<file path="config.mk">
export PLATFORM = sky130hd
export DESIGN_NAME = mdio_master
export DESIGN_NICKNAME = d
export VERILOG_FILES = /design/src/rtl/mdio_pkg.sv /design/src/rtl/mdio_clkdiv.sv /design/src/rtl/mdio_frame_engine.sv /design/src/rtl/mdio_master.sv
export SDC_FILE = /design/constraint.sdc
export NUM_CORES = 1
export LEC_CHECK = 0
export BUFFER_PORTS_ARGS = -buffer_cell sky130_fd_sc_hd__buf_2
export CORE_MARGIN = 1
export CORE_UTILIZATION = 61
export CTS_CLUSTER_SIZE = 16
export DETAILED_ROUTE_END_ITERATION = 10
export PLACE_DENSITY = 0.78
export SYNTH_ARGS = -nofsm -noshare
export SYNTH_HDL_FRONTEND = slang
export SYNTH_HIERARCHICAL = 1
export SYNTH_SLANG_ARGS = --single-unit
</file>
<file path="constraint.sdc">
create_clock -name clk -period 3 [get_ports clk]
set_input_delay 0.6 -clock clk [delete_from_list [all_inputs] [get_ports clk]]
set_output_delay 0.6 -clock clk [all_outputs]
set_load 0.01 [all_outputs]
</file>
<file path="src/rtl/mdio_pkg.sv">
package mdio_pkg;
  localparam int ADDR_W     = 5;
  localparam int DATA_W     = 16;
  localparam int PRE_BITS   = 32;
  localparam int FRAME_BITS = 64;

  // byte offsets of the software-visible registers
  localparam logic [ADDR_W-1:0] OFS_CMD = 5'h00;
  localparam logic [ADDR_W-1:0] OFS_ADR = 5'h04;
  localparam logic [ADDR_W-1:0] OFS_WDT = 5'h08;
  localparam logic [ADDR_W-1:0] OFS_RDT = 5'h0C;
  localparam logic [ADDR_W-1:0] OFS_STS = 5'h10;

  localparam int GO_BIT = 14;

  localparam logic [1:0] ST_EXT   = 2'd0;  // extended frame form
  localparam logic [1:0] ST_SHORT = 2'd1;  // short frame form
  localparam logic [1:0] OP_SHORT_RD = 2'd2;
  localparam logic [1:0] OP_EXT_ADR  = 2'd0;

  // bit positions within the 64-bit frame
  localparam int TA_HI_IDX = 46;
  localparam int TA_LO_IDX = 47;
  localparam int DAT_IDX   = 48;

  typedef struct packed {
    logic [1:0] st;
    logic [1:0] op;
    logic [4:0] port;
    logic [4:0] dev;
  } cmd_t;

  function automatic logic frame_is_read(cmd_t c);
    return (c.st == ST_SHORT && c.op == OP_SHORT_RD) || (c.st == ST_EXT && c.op[1]);
  endfunction

  function automatic logic frame_sends_addr(cmd_t c);
    return (c.st == ST_EXT) && (c.op == OP_EXT_ADR);
  endfunction
endpackage

</file>
<file path="src/rtl/mdio_clkdiv.sv">
module mdio_clkdiv #(
  parameter int DIV = 10
) (
  input  logic clk,
  input  logic rst_n,
  input  logic run,
  output logic mdc,
  output logic rise_tk,
  output logic fall_tk
);
  localparam int HALF = DIV / 2;
  localparam int CW   = (HALF > 1) ? $clog2(HALF) : 1;

  logic tick;

  generate
    if (HALF > 1) begin : g_cnt
      logic [CW-1:0] cnt;
      assign tick = (cnt == CW'(HALF - 1));
      always_ff @(posedge clk or negedge rst_n) begin
        if (!rst_n)      cnt <= '0;
        else if (!run || tick) cnt <= '0;
        else             cnt <= cnt + 1'b1;
      end
    end else begin : g_nocnt
      assign tick = 1'b1;
    end
  endgenerate

  always_ff @(posedge clk or negedge rst_n) begin
    if (!rst_n)      mdc <= 1'b0;
    else if (!run)   mdc <= 1'b0;
    else if (tick)   mdc <= ~mdc;
  end

  assign rise_tk = run && tick && !mdc;
  assign fall_tk = run && tick && mdc;
endmodule

</file>
<file path="src/rtl/mdio_frame_engine.sv">
module mdio_frame_engine
  import mdio_pkg::*;
(
  input  logic                  clk,
  input  logic                  rst_n,
  input  logic                  start,
  input  logic [FRAME_BITS-1:0] frame,
  input  logic                  is_read,
  input  logic                  rise_tk,
  input  logic                  fall_tk,
  input  logic                  mdio_i,
  output logic                  busy,
  output logic                  mdio_o,
  output logic                  mdio_oe,
  output logic                  rd_done,
  output logic [DATA_W-1:0]     rd_word,
  output logic                  ta_bad
);
  localparam int IW = $clog2(FRAME_BITS);
  localparam logic [IW-1:0] LAST  = IW'(FRAME_BITS - 1);
  localparam logic [IW-1:0] TA_HI = IW'(TA_HI_IDX);
  localparam logic [IW-1:0] TA_LO = IW'(TA_LO_IDX);
  localparam logic [IW-1:0] DAT0  = IW'(DAT_IDX);

  logic [IW-1:0]         idx;
  logic [FRAME_BITS-1:0] shreg;
  logic                  rd_q;

  always_ff @(posedge clk or negedge rst_n) begin
    if (!rst_n) begin
      busy    <= 1'b0;
      idx     <= '0;
      shreg   <= '0;
      rd_q    <= 1'b0;
      ta_bad  <= 1'b0;
      rd_word <= '0;
    end else if (start && !busy) begin
      busy   <= 1'b1;
      idx    <= '0;
      shreg  <= frame;
      rd_q   <= is_read;
      ta_bad <= 1'b0;
    end else if (busy) begin
      if (rise_tk && rd_q) begin
        if (idx == TA_LO) ta_bad <= mdio_i;
        if (idx >= DAT0)  rd_word <= {rd_word[DATA_W-2:0], mdio_i};
      end
      if (fall_tk) begin
        if (idx == LAST) begin
          busy <= 1'b0;
        end else begin
          idx   <= idx + 1'b1;
          shreg <= {shreg[FRAME_BITS-2:0], 1'b0};
        end
      end
    end
  end

  assign rd_done = busy && fall_tk && (idx == LAST) && rd_q;
  assign mdio_o  = busy ? shreg[FRAME_BITS-1] : 1'b1;
  assign mdio_oe = busy && !(rd_q && (idx >= TA_HI));
endmodule

</file>
<file path="src/rtl/mdio_master.sv">
module mdio_master
  import mdio_pkg::*;
#(
  parameter int DIV = 10
) (
  input  logic              clk,
  input  logic              rst_n,
  input  logic              bus_wr,
  input  logic              bus_rd,
  input  logic [ADDR_W-1:0] bus_addr,
  input  logic [DATA_W-1:0] bus_wdata,
  output logic [DATA_W-1:0] bus_rdata,
  output logic              mdc,
  output logic              mdio_o,
  output logic              mdio_oe,
  input  logic              mdio_i
);
  cmd_t              cmd_q;
  logic [DATA_W-1:0] adr_q, wdt_q, rdt_q;
  logic              fail_q;

  logic busy, rise_tk, fall_tk, rd_done, ta_bad;
  logic [DATA_W-1:0] rd_word;

  logic cmd_wr, go_req;
  cmd_t new_cmd;
  logic [DATA_W-1:0]     fld;
  logic [FRAME_BITS-1:0] frame_w;

  assign cmd_wr  = bus_wr && (bus_addr == OFS_CMD);
  assign go_req  = cmd_wr && bus_wdata[GO_BIT];
  assign new_cmd = cmd_t'(bus_wdata[GO_BIT-1:0]);
  assign fld     = frame_sends_addr(new_cmd) ? adr_q : wdt_q;
  assign frame_w = {{PRE_BITS{1'b1}}, new_cmd, 2'b10, fld};

  mdio_clkdiv #(.DIV(DIV)) u_div (
    .clk     (clk),
    .rst_n   (rst_n),
    .run     (busy),
    .mdc     (mdc),
    .rise_tk (rise_tk),
    .fall_tk (fall_tk)
  );

  mdio_frame_engine u_eng (
    .clk     (clk),
    .rst_n   (rst_n),
    .start   (go_req),
    .frame   (frame_w),
    .is_read (frame_is_read(new_cmd)),
    .rise_tk (rise_tk),
    .fall_tk (fall_tk),
    .mdio_i  (mdio_i),
    .busy    (busy),
    .mdio_o  (mdio_o),
    .mdio_oe (mdio_oe),
    .rd_done (rd_done),
    .rd_word (rd_word),
    .ta_bad  (ta_bad)
  );

  always_ff @(posedge clk or negedge rst_n) begin
    if (!rst_n) begin
      cmd_q  <= '0;
      adr_q  <= '0;
      wdt_q  <= '0;
      rdt_q  <= '0;
      fail_q <= 1'b0;
    end else begin
      if (cmd_wr && !busy)                    cmd_q <= new_cmd;
      if (bus_wr && bus_addr == OFS_ADR)      adr_q <= bus_wdata;
      if (bus_wr && bus_addr == OFS_WDT)      wdt_q <= bus_wdata;
      if (rd_done) begin
        rdt_q  <= rd_word;
        fail_q <= ta_bad;
      end
    end
  end

  always_ff @(posedge clk or negedge rst_n) begin
    if (!rst_n) begin
      bus_rdata <= '0;
    end else if (bus_rd) begin
      case (bus_addr)
        OFS_CMD: bus_rdata <= {1'b0, busy, cmd_q};
        OFS_ADR: bus_rdata <= adr_q;
        OFS_WDT: bus_rdata <= wdt_q;
        OFS_RDT: bus_rdata <= rdt_q;
        OFS_STS: bus_rdata <= {{(DATA_W-1){1'b0}}, fail_q};
        default: bus_rdata <= '0;
      endcase
    end
  end
endmodule

</file>
# --- Yosys cells after proc, flatten, opt, wreduce, memory -nomap -nowiden ---
# Index checks and enable logic that the tools add are counted.
totals:
  register_bits: 172
op_classes:
  n_addsub: 2
  order_cmp: 2
  eq_ne: 11
  mux: 22
  bitwise: 2
  n_reduce_logical: 33
op_table:
  columns: ["cell", "n"]
  rows:
  - ["64-bit two-way mux", 4]
  - ["16-bit case mux with 5 select lines", 1]
  - ["6-bit two-way mux", 4]
  - ["1-bit logical AND", 18]
  - ["16-bit two-way mux", 1]
  - ["6-bit equality test (second input constant)", 2]
  - ["6-bit >= comparator (second input constant)", 2]
  - ["1-bit two-way mux", 11]
  - ["5-bit by 4-bit equality test with 1-bit output (second input constant)", 2]
  - ["2-bit nonzero test", 4]
  - ["6-bit by 1-bit adder with 6-bit output (second input constant)", 1]
  - ["3-bit AND reduction", 2]
  - ["5-bit by 3-bit equality test with 1-bit output (second input constant)", 1]
  - ["5-bit equality test (second input constant)", 1]
  - ["5-bit zero test", 1]
  - ["2-bit zero test", 2]
  - ["4-bit AND reduction", 1]
  - ["3-bit by 1-bit adder with 3-bit output (second input constant)", 1]
  - ["3-bit equality test (second input constant)", 1]
  - ["1-bit zero test", 3]
  - ["3-bit two-way mux", 1]
  - ["2-bit by 1-bit equality test with 1-bit output (second input constant)", 1]
  - ["2-bit equality test (second input constant)", 1]
  - ["1-bit logical OR", 2]
  - ["other kinds (3)", 4]

# --- Longest topological paths before layout ---
# Gate-level depths: netlist of run 1.
logic_depth:
  ltp_word: 7
  depth_mapped: 10
  ltp_nobuf: 8

# --- Cells and area by module ---
# Netlist of run 1, hierarchy kept.
by_module_without_submodules:
  columns: ["mod", "instances", "cells_each", "area_each_um2", "seq_area_each_um2"]
  rows:
  - ["mdio_frame_engine", 1, 311, 3898.7, 2227.1]
  - ["mdio_master", 1, 256, 3766.1, 1976.9]
  - ["mdio_clkdiv", 1, 20, 202.7, 100.1]

# --- Least setup slack after synthesis of run 1 ---
# OpenSTA, ideal clock, no wires.
synth_timing:
  path_type: "in2reg"
  from: "input port bus_addr[1]"
  to: "register u_eng.shreg[37]"
  setup_ns: 0.066
  arrival_time_ns: 2.146
  required_time_ns: 2.934
  path_slack_ns: 0.787
  cell_stages: 7
  n_path_buf: 2
  path_cell_list: "nor3_2 -> and2_4 -> and3_1 -> nor2b_1 -> clkbuf_1 -> clkbuf_1 -> a221o_1"
synth_via:
  elab_chain_len: 6
  elab_cells_between_ends: 9
  cone_classes: "eq/ne (1); mux (1); reduce/logical (7)"
synth_lines:
  columns: ["element", "line_no", "text"]
  rows:
  - ["from (decl)", "mdio_master.sv:10", "input logic [ADDR_W-1:0] bus_addr,"]
  - ["5-bit zero test (*)", "mdio_master.sv:30", "assign cmd_wr = bus_wr && (bus_addr == OFS_CMD);"]
  - ["1-bit logical AND (*)", "mdio_master.sv:30", null]
  - ["1-bit logical AND (*)", "mdio_master.sv:31", "assign go_req = cmd_wr && bus_wdata[GO_BIT];"]
  - ["named net go_req", "mdio_master.sv:25", "logic cmd_wr, go_req;"]
  - ["1-bit logical AND (*)", "mdio_frame_engine.sv:37", "end else if (start && !busy) begin"]
  - ["2-bit by 1-bit != test with 1-bit output (no line) or 2-bit nonzero test (tied branches)", null, null]
  - ["3-bit AND reduction (no line)", null, null]
  - ["to (signal assigned)", "mdio_frame_engine.sv:40", "shreg <= frame;"]
  - ["to (signal assigned)", "mdio_frame_engine.sv:53", "shreg <= {shreg[FRAME_BITS-2:0], 1'b0};"]
  - ["to (decl)", "mdio_frame_engine.sv:26", "logic [FRAME_BITS-1:0] shreg;"]
# Mark *: on every way through the listed nets, which the timed path passes. The rest lies on a longest branch.
# A chain may end at the register's enable or synchronous reset.

# --- Final worst setup path of run 1 ---
layout_timing:
  from: "register u_eng.idx[0]"
  to: "register u_eng.shreg[1]"
layout_via:
  elab_chain_len: 3
layout_lines:
  columns: ["element", "line_no", "text"]
  rows:
  - ["from (decl)", "mdio_frame_engine.sv:25", "logic [IW-1:0] idx;"]
  - ["from (signal assigned)", "mdio_frame_engine.sv:52", "idx <= idx + 1'b1;"]
  - ["6-bit equality test", "mdio_frame_engine.sv:49", "if (idx == LAST) begin"]
  - ["2-bit by 1-bit != test with 1-bit output (no line)", null, null]
  - ["3-bit AND reduction (no line)", null, null]
# No other way between the ends.

==> results.json, run 1 <==
{
  "drv_cap": 0,
  "power_leakage_nw": 4.55,
  "clk_path_buf_depth": 2,
  "cp-end-kind": "flop",
  "grt_usage_pct": 27.9,
  "viasPerCell": 6.22,
  "insertedDiodeCount": 0,
  "cts_setup_buffers": 0,
  "grt_max_degree": 69,
  "grt_pass1_wl_um": 27700,
  "first_pass_iters": 5,
  "via_count": 5186,
  "start_util_pct": 62.3,
  "min_period_ps": 2390,
  "pin_count": 45,
  "avgSynthCellArea_sq_um": 13.4,
  "yosysSeqAreaShare_pct": 54.7,
  "layout_common_cells": "dfrtp_1, mux2_2, and3_1",
  "num-nets-final": 678,
  "synth_area_sq_mm": 0.00787,
  "cts_hold_buf": 0,
  "numCtsBuffers": 17,
  "synthCells": 587,
  "drtIter0Drc": 360,
  "crit_path_start_kind": "flop",
  "die_h_um": 116,
  "stdcell_area_sq_mm": 0.00889,
  "worstPathRequired_ps": 3350,
  "dp_hpwl_um": 10500,
  "rsz0062_at_grt": "false",
  "min_period_over_period_pct": 79.6,
  "synth-seq-cells": 172,
  "grt-ovfl-total": 0,
  "drv_slew": 0,
  "final_layout_size_suffix_gt1_share_pct": 30.5,
  "fillers": 877,
  "place_congestion": 0.805,
  "port_buffers": 44,
  "clock_sinks": 172,
  "htreeDepth": 4,
  "wl_per_cell_um": 20.3,
  "skew_ps": 7.20,
  "tritoncts": "yes",
  "crit_type": "flop to flop",
  "clkTransAtPathRegs_ps": 60,
  "fmax_ghz": 0.419,
  "ir_drop_mv": 0.453,
  "setup_viol": 0,
  "placed_area_sq_mm": 0.00833,
  "layout_commonest_cell": "dfrtp_1",
  "worst_ep_arrival_time_ps": 2740,
  "post_cts_resized": 0,
  "synth.distinct_cells": 48,
  "die_area_sq_mm": 0.0134,
  "wl_um": 16900,
  "setup-tns-final_ps": 0,
  "syn_to_final_growth_pct": 13.0,
  "hold_viol": 0,
  "cts_root_buf": "clkbuf_16",
  "core_sq_mm": 0.0126,
  "p_total_mw": 5.53,
  "grt_pass1_vias": 5235,
  "tightestPinTransition_ps": 1260,
  "slew_headroom_pct": 15.9,
  "route.detailed.drc": 0,
  "num_rows": 41,
  "power_density_mw_per_mm2": 622,
  "yosysWarnings": 6,
  "detail-route-antenna-nets": 0,
  "critPathMaxFanout": 66,
  "clk_latency_ps": 430,
  "dieWidth_um": 116,
  "antenna_found_initial": 0,
  "status": "completed",
  "hold_path_class": "primary input to async pin"
}
worst paths after layout:
check,from,endpoint,slack [ps],cells past startpoint
hold reg to reg,u_eng/shreg[22]$_DFFE_PN0P_,u_eng/shreg[23]$_DFFE_PN0P_,510,1
setup reg to reg,u_eng/idx[0]$_DFFE_PN0P_,u_eng/shreg[1]$_DFFE_PN0P_,610,5
min in group clk,bus_wdata[15],adr_q[15]$_DFFE_PN0P_,440,2
hold / removal,rst_n,bus_rdata[13]$_DFFE_PN0P_,110,1
max in group asynchronous,rst_n,u_eng/shreg[28]$_DFFE_PN0P_,2100,2
setup / recovery,u_eng/idx[0]$_DFFE_PN0P_,u_eng/shreg[1]$_DFFE_PN0P_,610,5
kinds of logic after synthesis:
group,synth area share [%]
flip-flops,54.7
AND/OR/NAND/NOR,9.40
multiplexers,19.1
AO/OA/AOI/OAI,11.1
buffers and inverters,4.98
adder cells (fa/ha/maj),0.477
other,0.0955
XOR/XNOR,0.111
routing by layer:
layer	vias up	wire length [um]	track usage, %
met2	177	8600	44.7
li1	2291	-	-
met5	-	0	0
met3	28	866	6.85
met4	0	238	9.00
met1	2690	7240	37.8
power breakdown:
group	internal, mW	switching (mW)	total [mW]
registers	2.57	0.200	2.77
clock network	1.17	0.882	2.05
logic	0.405	0.302	0.707
cell type report:
type / count / area, sq um / share of cell area (%)
sequential: 172 / 4300 / 48.4
multi-input combinational: 369 / 3310 / 37.2
clock buffer: 23 / 498 / 5.60
timing repair buffer: 55 / 372 / 4.18
tap: 172 / 215 / 2.42
inverter: 34 / 128 / 1.44
clock inverter: 9 / 62.6 / 0.704
sequential cells by signal, indices dropped and copies added (netlist names), 3 cells and up:
signal and cells:
cmd_q 14, wdt_q 16, bus_rdata 16, u_div/g_cnt.cnt 3, u_eng/shreg 64, adr_q 16, rdt_q 16, u_eng/idx 6
u_eng/rd_word 16
worst max-delay path, stage by stage (launching register included):
cell and delay, ps:
dfrtp_1 410, ha_1 230, nand3_1 180, o21ai_4 1010, and3_1 320, a221o_1 140
through the flow:
stage | cells | util [%] | setup slack, ps | hold WS [ps]
final | 834 | 70.4 | 611 | 109
after detailed placement | 802 | 66.0 | 349 | 487
after global routing | 834 | 70.4 | 488 | 150
after global placement | 802 | 66.0 | 450 | 475
after CTS | 834 | 70.4 | 659 | 127
after floorplan | 619 | - | 787 | 304
synth_stat cells (all sizes together):
library cell	instances	area share [%]
a2111oi	1	0.11
a211o	1	0.11
a211oi	1	0.095
a21oi	2	0.13
a221o	62	7.9
a22oi	2	0.19
a311oi	1	0.11
a31oi	2	0.35
a32oi	1	0.11
and2	3	0.29
and3	69	5.5
buf	22	2.3
clkbuf	22	1.0
conb	2	0.095
dfrtp	172	55
ha	3	0.48
inv	34	1.6
mux2	97	15
mux2i	2	0.25
mux4	14	4.0
nand2	21	1.1
nand2b	3	0.24
nand3	6	0.38
nand3b	2	0.51
nand4	3	0.24
nand4bb	1	0.14
nor2	5	0.24
nor2b	3	0.24
nor3	2	0.19
nor4	1	0.27
o211ai	1	0.095
o21a	1	0.095
o21ai	7	0.49
o22ai	17	1.4
xnor2	1	0.11
Note: power is estimated with default switching activity, not from simulation.
==> inputs of run 2 (changes only) <==
CORE_UTILIZATION = 55   (was 61)
PLACE_DENSITY = 0.74   (was 0.78)
clock period = 1.9 ns   (was 3 ns; I/O delays follow)
==> results.json, run 2 (synthesis results as in run 1) <==
{
  "status": "complete, but fails checks",
  "violations": "setup timing",
  "place_congestion": 0.862,
  "path_cells": "inv_2, ha_4, and2_4, and3_4, and2_4, o21ai_4, buf_12, and3_1, a221o_1",
  "grt-ovfl-total": 0,
  "max_stage_delay_ps": 400,
  "viasPerCell": 6.03,
  "worst_ep_arrival_time_ps": 2290,
  "fmax_ghz": 0.503,
  "htreeDepth": 4,
  "crit_buf_inv": 2,
  "busiest_layer": "met2",
  "layout_common_cells": "dfrtp_1, a221o_1, mux2_2",
  "tightestPinTransition_ps": 660,
  "path_common_cell": "and2_4",
  "grtUsageMet3_pct": 5.06,
  "clkTransAtPathRegs_ps": 70,
  "rsz0062_at_grt": "true",
  "multi_input_comb_area_sq_mm": 0.00351,
  "final_layout_size_suffix_gt1_share_pct": 38.0,
  "gr-usage-met2_pct": 42.0,
  "hold_start": "bus_wdata[15]",
  "grt_pass1_wl_um": 28800,
  "stdcell_count": 882,
  "regMostFlops": "u_eng/shreg",
  "via_count": 5319,
  "clk_path_buf_depth": 2,
  "power_density_mw_per_mm2": 947,
  "skew_ps": 8.75,
  "crit_type": "flop to flop",
  "cts_root_buf": "clkbuf_16",
  "grt_max_degree": 51,
  "die_area_sq_mm": 0.0148,
  "dp_cells": 839,
  "cp_slowest_cell": "dfrtp_1",
  "ir_drop_mv": 0.691,
  "num-nets-final": 718,
  "antenna_found_initial": 1,
  "critPathLaunch": "u_div/g_cnt.cnt[1]$_DFF_PN0_",
  "min_period_over_period_pct": 105,
  "port_buffers": 44,
  "p_total_mw": 9.16,
  "min_period_ps": 1990,
  "detail-route-antenna-nets": 0,
  "critPathMaxFanout": 35,
  "setup_viol": 77,
  "start_util_pct": 56.5,
  "clk_latency_ps": 430,
  "dieWidth_um": 122,
  "setup-tns-final_ps": -2550,
  "power_leakage_nw": 4.84,
  "die_h_um": 122,
  "largest_register_ffs": 64,
  "grt_util_met1_pct": 35.1,
  "hold_viol": 0,
  "regArea_sq_mm": 0.00430,
  "slew_headroom_pct": 55.9,
  "route.detailed.drc": 0,
  "fillers": 961,
  "first_pass_iters": 5,
  "grt_usage_pct": 26.0,
  "layout_commonest_cell": "dfrtp_1",
  "wl_um": 18200,
  "drv_cap": 0,
  "crit_path_start_kind": "flop",
  "dp_hpwl_um": 10900,
  "num_rows": 43,
  "worstPathRequired_ps": 2200,
  "drtIter0Drc": 458,
  "worst_slack_ps": -86.4,
  "drv_slew": 0,
  "crit_family": "simple AND/OR/NAND/NOR gates",
  "insertedDiodeCount": 0,
  "cp-end-kind": "flop",
  "hold_path_class": "primary input to flop",
  "wl_per_cell_um": 20.6,
  "clock_sinks": 172,
  "numCtsBuffers": 17,
  "grt_pass1_vias": 5429,
  "tritoncts": "yes",
  "core_sq_mm": 0.0139,
  "r2r-start": "u_div/g_cnt.cnt[1]$_DFF_PN0_",
  "syn_to_final_growth_pct": 23.0,
  "pin_count": 45
}
[run 2: cell types whose count changed in the layout (fill, tap and decap cells not counted), moves of 13 or more]
cell    previous run  this run
buf_4              6        28
and3_1            66        45
and3_4             0        21
mux2_2            67        50
mux2_4            20        37
buf_12             5        18
[run 2: per-stage QoR]
stage | util [%] | hold slack (ps) | worst slack, ps | instance area (sq um)
detailed placement | 62.4 | 371 | -144 | 8700
CTS | 67.5 | 180 | -54.0 | 9410
floorplan | - | 84.4 | -89.2 | 8010
global placement | 62.4 | 366 | -79.3 | 8700
global route | 69.4 | 204 | -138 | 9680
finish | 69.4 | 188 | -86.4 | 9680
[run 2: repair_timing]
item	in CTS	in global routing
hold buffers	1	0
buffers inserted	2	4
setup endpoints to repair	96	99
cloned	1	3
endpoints found under the hold margin	46	0
gates resized for setup	17	32
pin swaps	1	6
[run 2: worst paths after layout]
| kind | to | slack, ps | cells after the start |
|---|---|---|---|
| max | u_eng/shreg[35]$_DFFE_PN0P_ | -90 | 9 |
| min | adr_q[15]$_DFFE_PN0P_ | 190 | 2 |
| max reg2reg | u_eng/shreg[35]$_DFFE_PN0P_ | -90 | 9 |
| min reg2reg | u_eng/shreg[59]$_DFFE_PN0P_ | 500 | 1 |
| max in group asynchronous | u_eng/shreg[57]$_DFFE_PN0P_ | 760 | 3 |
| min in group asynchronous | bus_rdata[14]$_DFFE_PN0P_ | 470 | 2 |
[run 2: cell type report]
cell class	count	area share [%]
flip-flops and latches	172	44.5
clock inverters	13	1.63
clock buffers	19	4.58
multi-input cells	369	36.3
well taps	180	2.33
repair buffers	95	9.40
inverters	34	1.32
[run 2: worst register-to-register path: stages, from the launching register on]
cell and delay (ps):
dfrtp_1 400, inv_2 80, ha_4 140, and2_4 130, and3_4 190, and2_4 170
o21ai_4 110, buf_12 190, and3_1 190, a221o_1 280
[run 2: routing by layer]
layer	up-vias	wire [um]
met5	-	13
met4	2	386
met3	27	620
met2	132	9140
met1	2777	8060
li1	2381	-
[run 2: where the power goes]
group          internal [mW]  total, mW  switching (mW)  leakage [nW]
combinational          0.753       1.29           0.537          2.26
sequential              4.06       4.35           0.287          2.29
clock                   2.00       3.52            1.52         0.291
total                   6.82       9.16            2.34          4.84
==> inputs of run 3 (changes only) <==
GPL_TIMING_DRIVEN = 0   (was unset)
PLACE_DENSITY = 0.76   (was 0.74)
==> results.json, run 3 (synthesis results as in run 1) <==
{
  "r2r_end": "u_eng/shreg[2]$_DFFE_PN0P_",
  "num-nets-final": 725,
  "p_total_mw": 9.29,
  "stdcell_area_sq_mm": 0.00950,
  "whs_endpoint": "adr_q[15]$_DFFE_PN0P_",
  "syn_to_final_growth_pct": 20.8,
  "grt_max_degree": 112,
  "power_density_mw_per_mm2": 978,
  "cts_root_buf": "clkbuf_16",
  "wl_per_cell_um": 21.2,
  "detail-route-antenna-nets": 0,
  "fmax_ghz": 0.486,
  "ir_drop_mv": 0.642,
  "numCtsBuffers": 17,
  "hold_viol": 0,
  "power_leakage_nw": 4.79,
  "violations": "setup timing",
  "min_period_ps": 2060,
  "layout_common_cells": "dfrtp_1, a221o_1, and3_1",
  "antenna_found_initial": 0,
  "largest_register_ffs": 64,
  "crit_type": "flop to flop",
  "wl_um": 18800,
  "reg2reg_depth": 10,
  "tightestPinTransition_ps": 588,
  "layout_commonest_cell": "dfrtp_1",
  "die_h_um": 122,
  "worstPathRequired_ps": 2200,
  "placed_area_sq_mm": 0.00849,
  "port_buffers": 43,
  "start_util_pct": 56.5,
  "worst_ep_arrival_time_ps": 2360,
  "htreeDepth": 4,
  "pin_count": 45,
  "clkTransAtPathRegs_ps": 60,
  "place_congestion": 0.806,
  "grt_pass1_vias": 5472,
  "r2r-start": "u_div/g_cnt.cnt[0]$_DFF_PN0_",
  "viasPerCell": 6.09,
  "die_area_sq_mm": 0.0148,
  "hold_start": "bus_wdata[15]",
  "critPathMaxFanout": 5,
  "via_count": 5414,
  "whs_path_depth": 2,
  "drv_cap": 0,
  "core_sq_mm": 0.0139,
  "crit_path_start_kind": "flop",
  "first_pass_iters": 5,
  "utilization_pct": 68.2,
  "clk_path_buf_depth": 2,
  "insertedDiodeCount": 0,
  "regMostFlops": "u_eng/shreg",
  "clk_latency_ps": 420,
  "worst_slack_ps": -158,
  "dp_hpwl_um": 11800,
  "grt-ovfl-total": 0,
  "setup_viol": 83,
  "status": "complete, but fails checks",
  "skew_ps": 9.46,
  "grt_pass1_wl_um": 29400,
  "route.detailed.drc": 0,
  "tritoncts": "yes",
  "grt_usage_pct": 26.6,
  "reg2reg_slack_ps": -160,
  "clock_sinks": 172,
  "final_layout_size_suffix_gt1_share_pct": 36.5,
  "slew_headroom_pct": 60.8,
  "dieWidth_um": 122,
  "drtIter0Drc": 514,
  "cp-end-kind": "flop",
  "num_rows": 43,
  "hold_slack_ps": 202,
  "drv_slew": 0,
  "rsz0062_at_grt": "true",
  "hold_path_class": "primary input to flop",
  "min_period_over_period_pct": 108
}
==> run 3: changes by cell type in the layout (fill, tap and decap cells not counted), moves of 7 or more <==
cell / before / now
and3_1: 45 / 54
and3_4: 21 / 12
buf_12: 18 / 2
buf_4: 28 / 11
buf_6: 1 / 13
clkbuf_1: 1 / 8
clkbuf_2: 0 / 8
==> run 3: how the worst max path moves through the flow <==
stage / end / start / cells after the start
after floorplan: u_eng/shreg[37]$_DFFE_PN0P_ / bus_addr[1] / 7
after global placement: u_eng/shreg[57]$_DFFE_PN0P_ / rst_n / 1
after detailed placement: u_eng/shreg[42]$_DFFE_PN0P_ / bus_addr[2] / 8
after CTS: rdt_q[9]$_DFFE_PN0P_ / u_div/g_cnt.cnt[1]$_DFF_PN0_ / 9
after global routing: u_eng/shreg[3]$_DFFE_PN0P_ / u_div/g_cnt.cnt[0]$_DFF_PN0_ / 10
final: u_eng/shreg[2]$_DFFE_PN0P_ / u_div/g_cnt.cnt[0]$_DFF_PN0_ / 10
==> run 3: per-layer routing <==
layer	up-vias	routed length (um)	global-route usage [%]
met4	0	387	9.57
met5	-	0	0
met2	162	9260	41.7
li1	2403	-	-
met3	34	850	5.15
met1	2815	8350	37.2
==> run 3: final cells by class <==
| cell class | count | area, sq um |
|---|---|---|
| buffer | 42 | 310 |
| clock buffer | 18 | 439 |
| clock inverter | 14 | 193 |
| fill | 1007 | 4430 |
| inverter | 34 | 128 |
| multi-input combinational | 369 | 3470 |
| sequential | 172 | 4310 |
| tap | 180 | 225 |
| timing repair buffer | 60 | 434 |
==> run 3: power breakdown <==
group	total [mW]	switching (mW)	leakage [nW]	internal, mW
sequential	4.37	0.305	2.29	4.06
combinational	1.21	0.516	2.21	0.692
clock	3.72	1.48	0.291	2.24
==> run 3: per-stage QoR <==
step / setup WS [ps] / TNS, ps / std cells
floorplan: -89.2 / -3080 / 619
global placement: -2050 / -393290 / 842
detailed placement: -698 / -44960 / 843
CTS: -129 / -5810 / 881
global route: -238 / -14420 / 889
finish: -158 / -7630 / 889
==> run 3: worst max-delay path, cell delays in order (launching register included) <==
cell	delay [ps]
dfrtp_1	390
inv_2	90
ha_4	150
and2_4	140
and3_4	190
and2_4	170
o21ai_4	90
buf_6	150
buf_4	140
and3_1	160
a221o_1	260
==> run 3: what timing repair did <==
action,4_1_cts,5_1_grt
resized for setup,33,42
endpoints found under the setup margin,96,103
hold buffers,1,0
cloned,0,5
pin swaps,2,5
endpoints found under the hold margin,61,0
buffers inserted,6,4
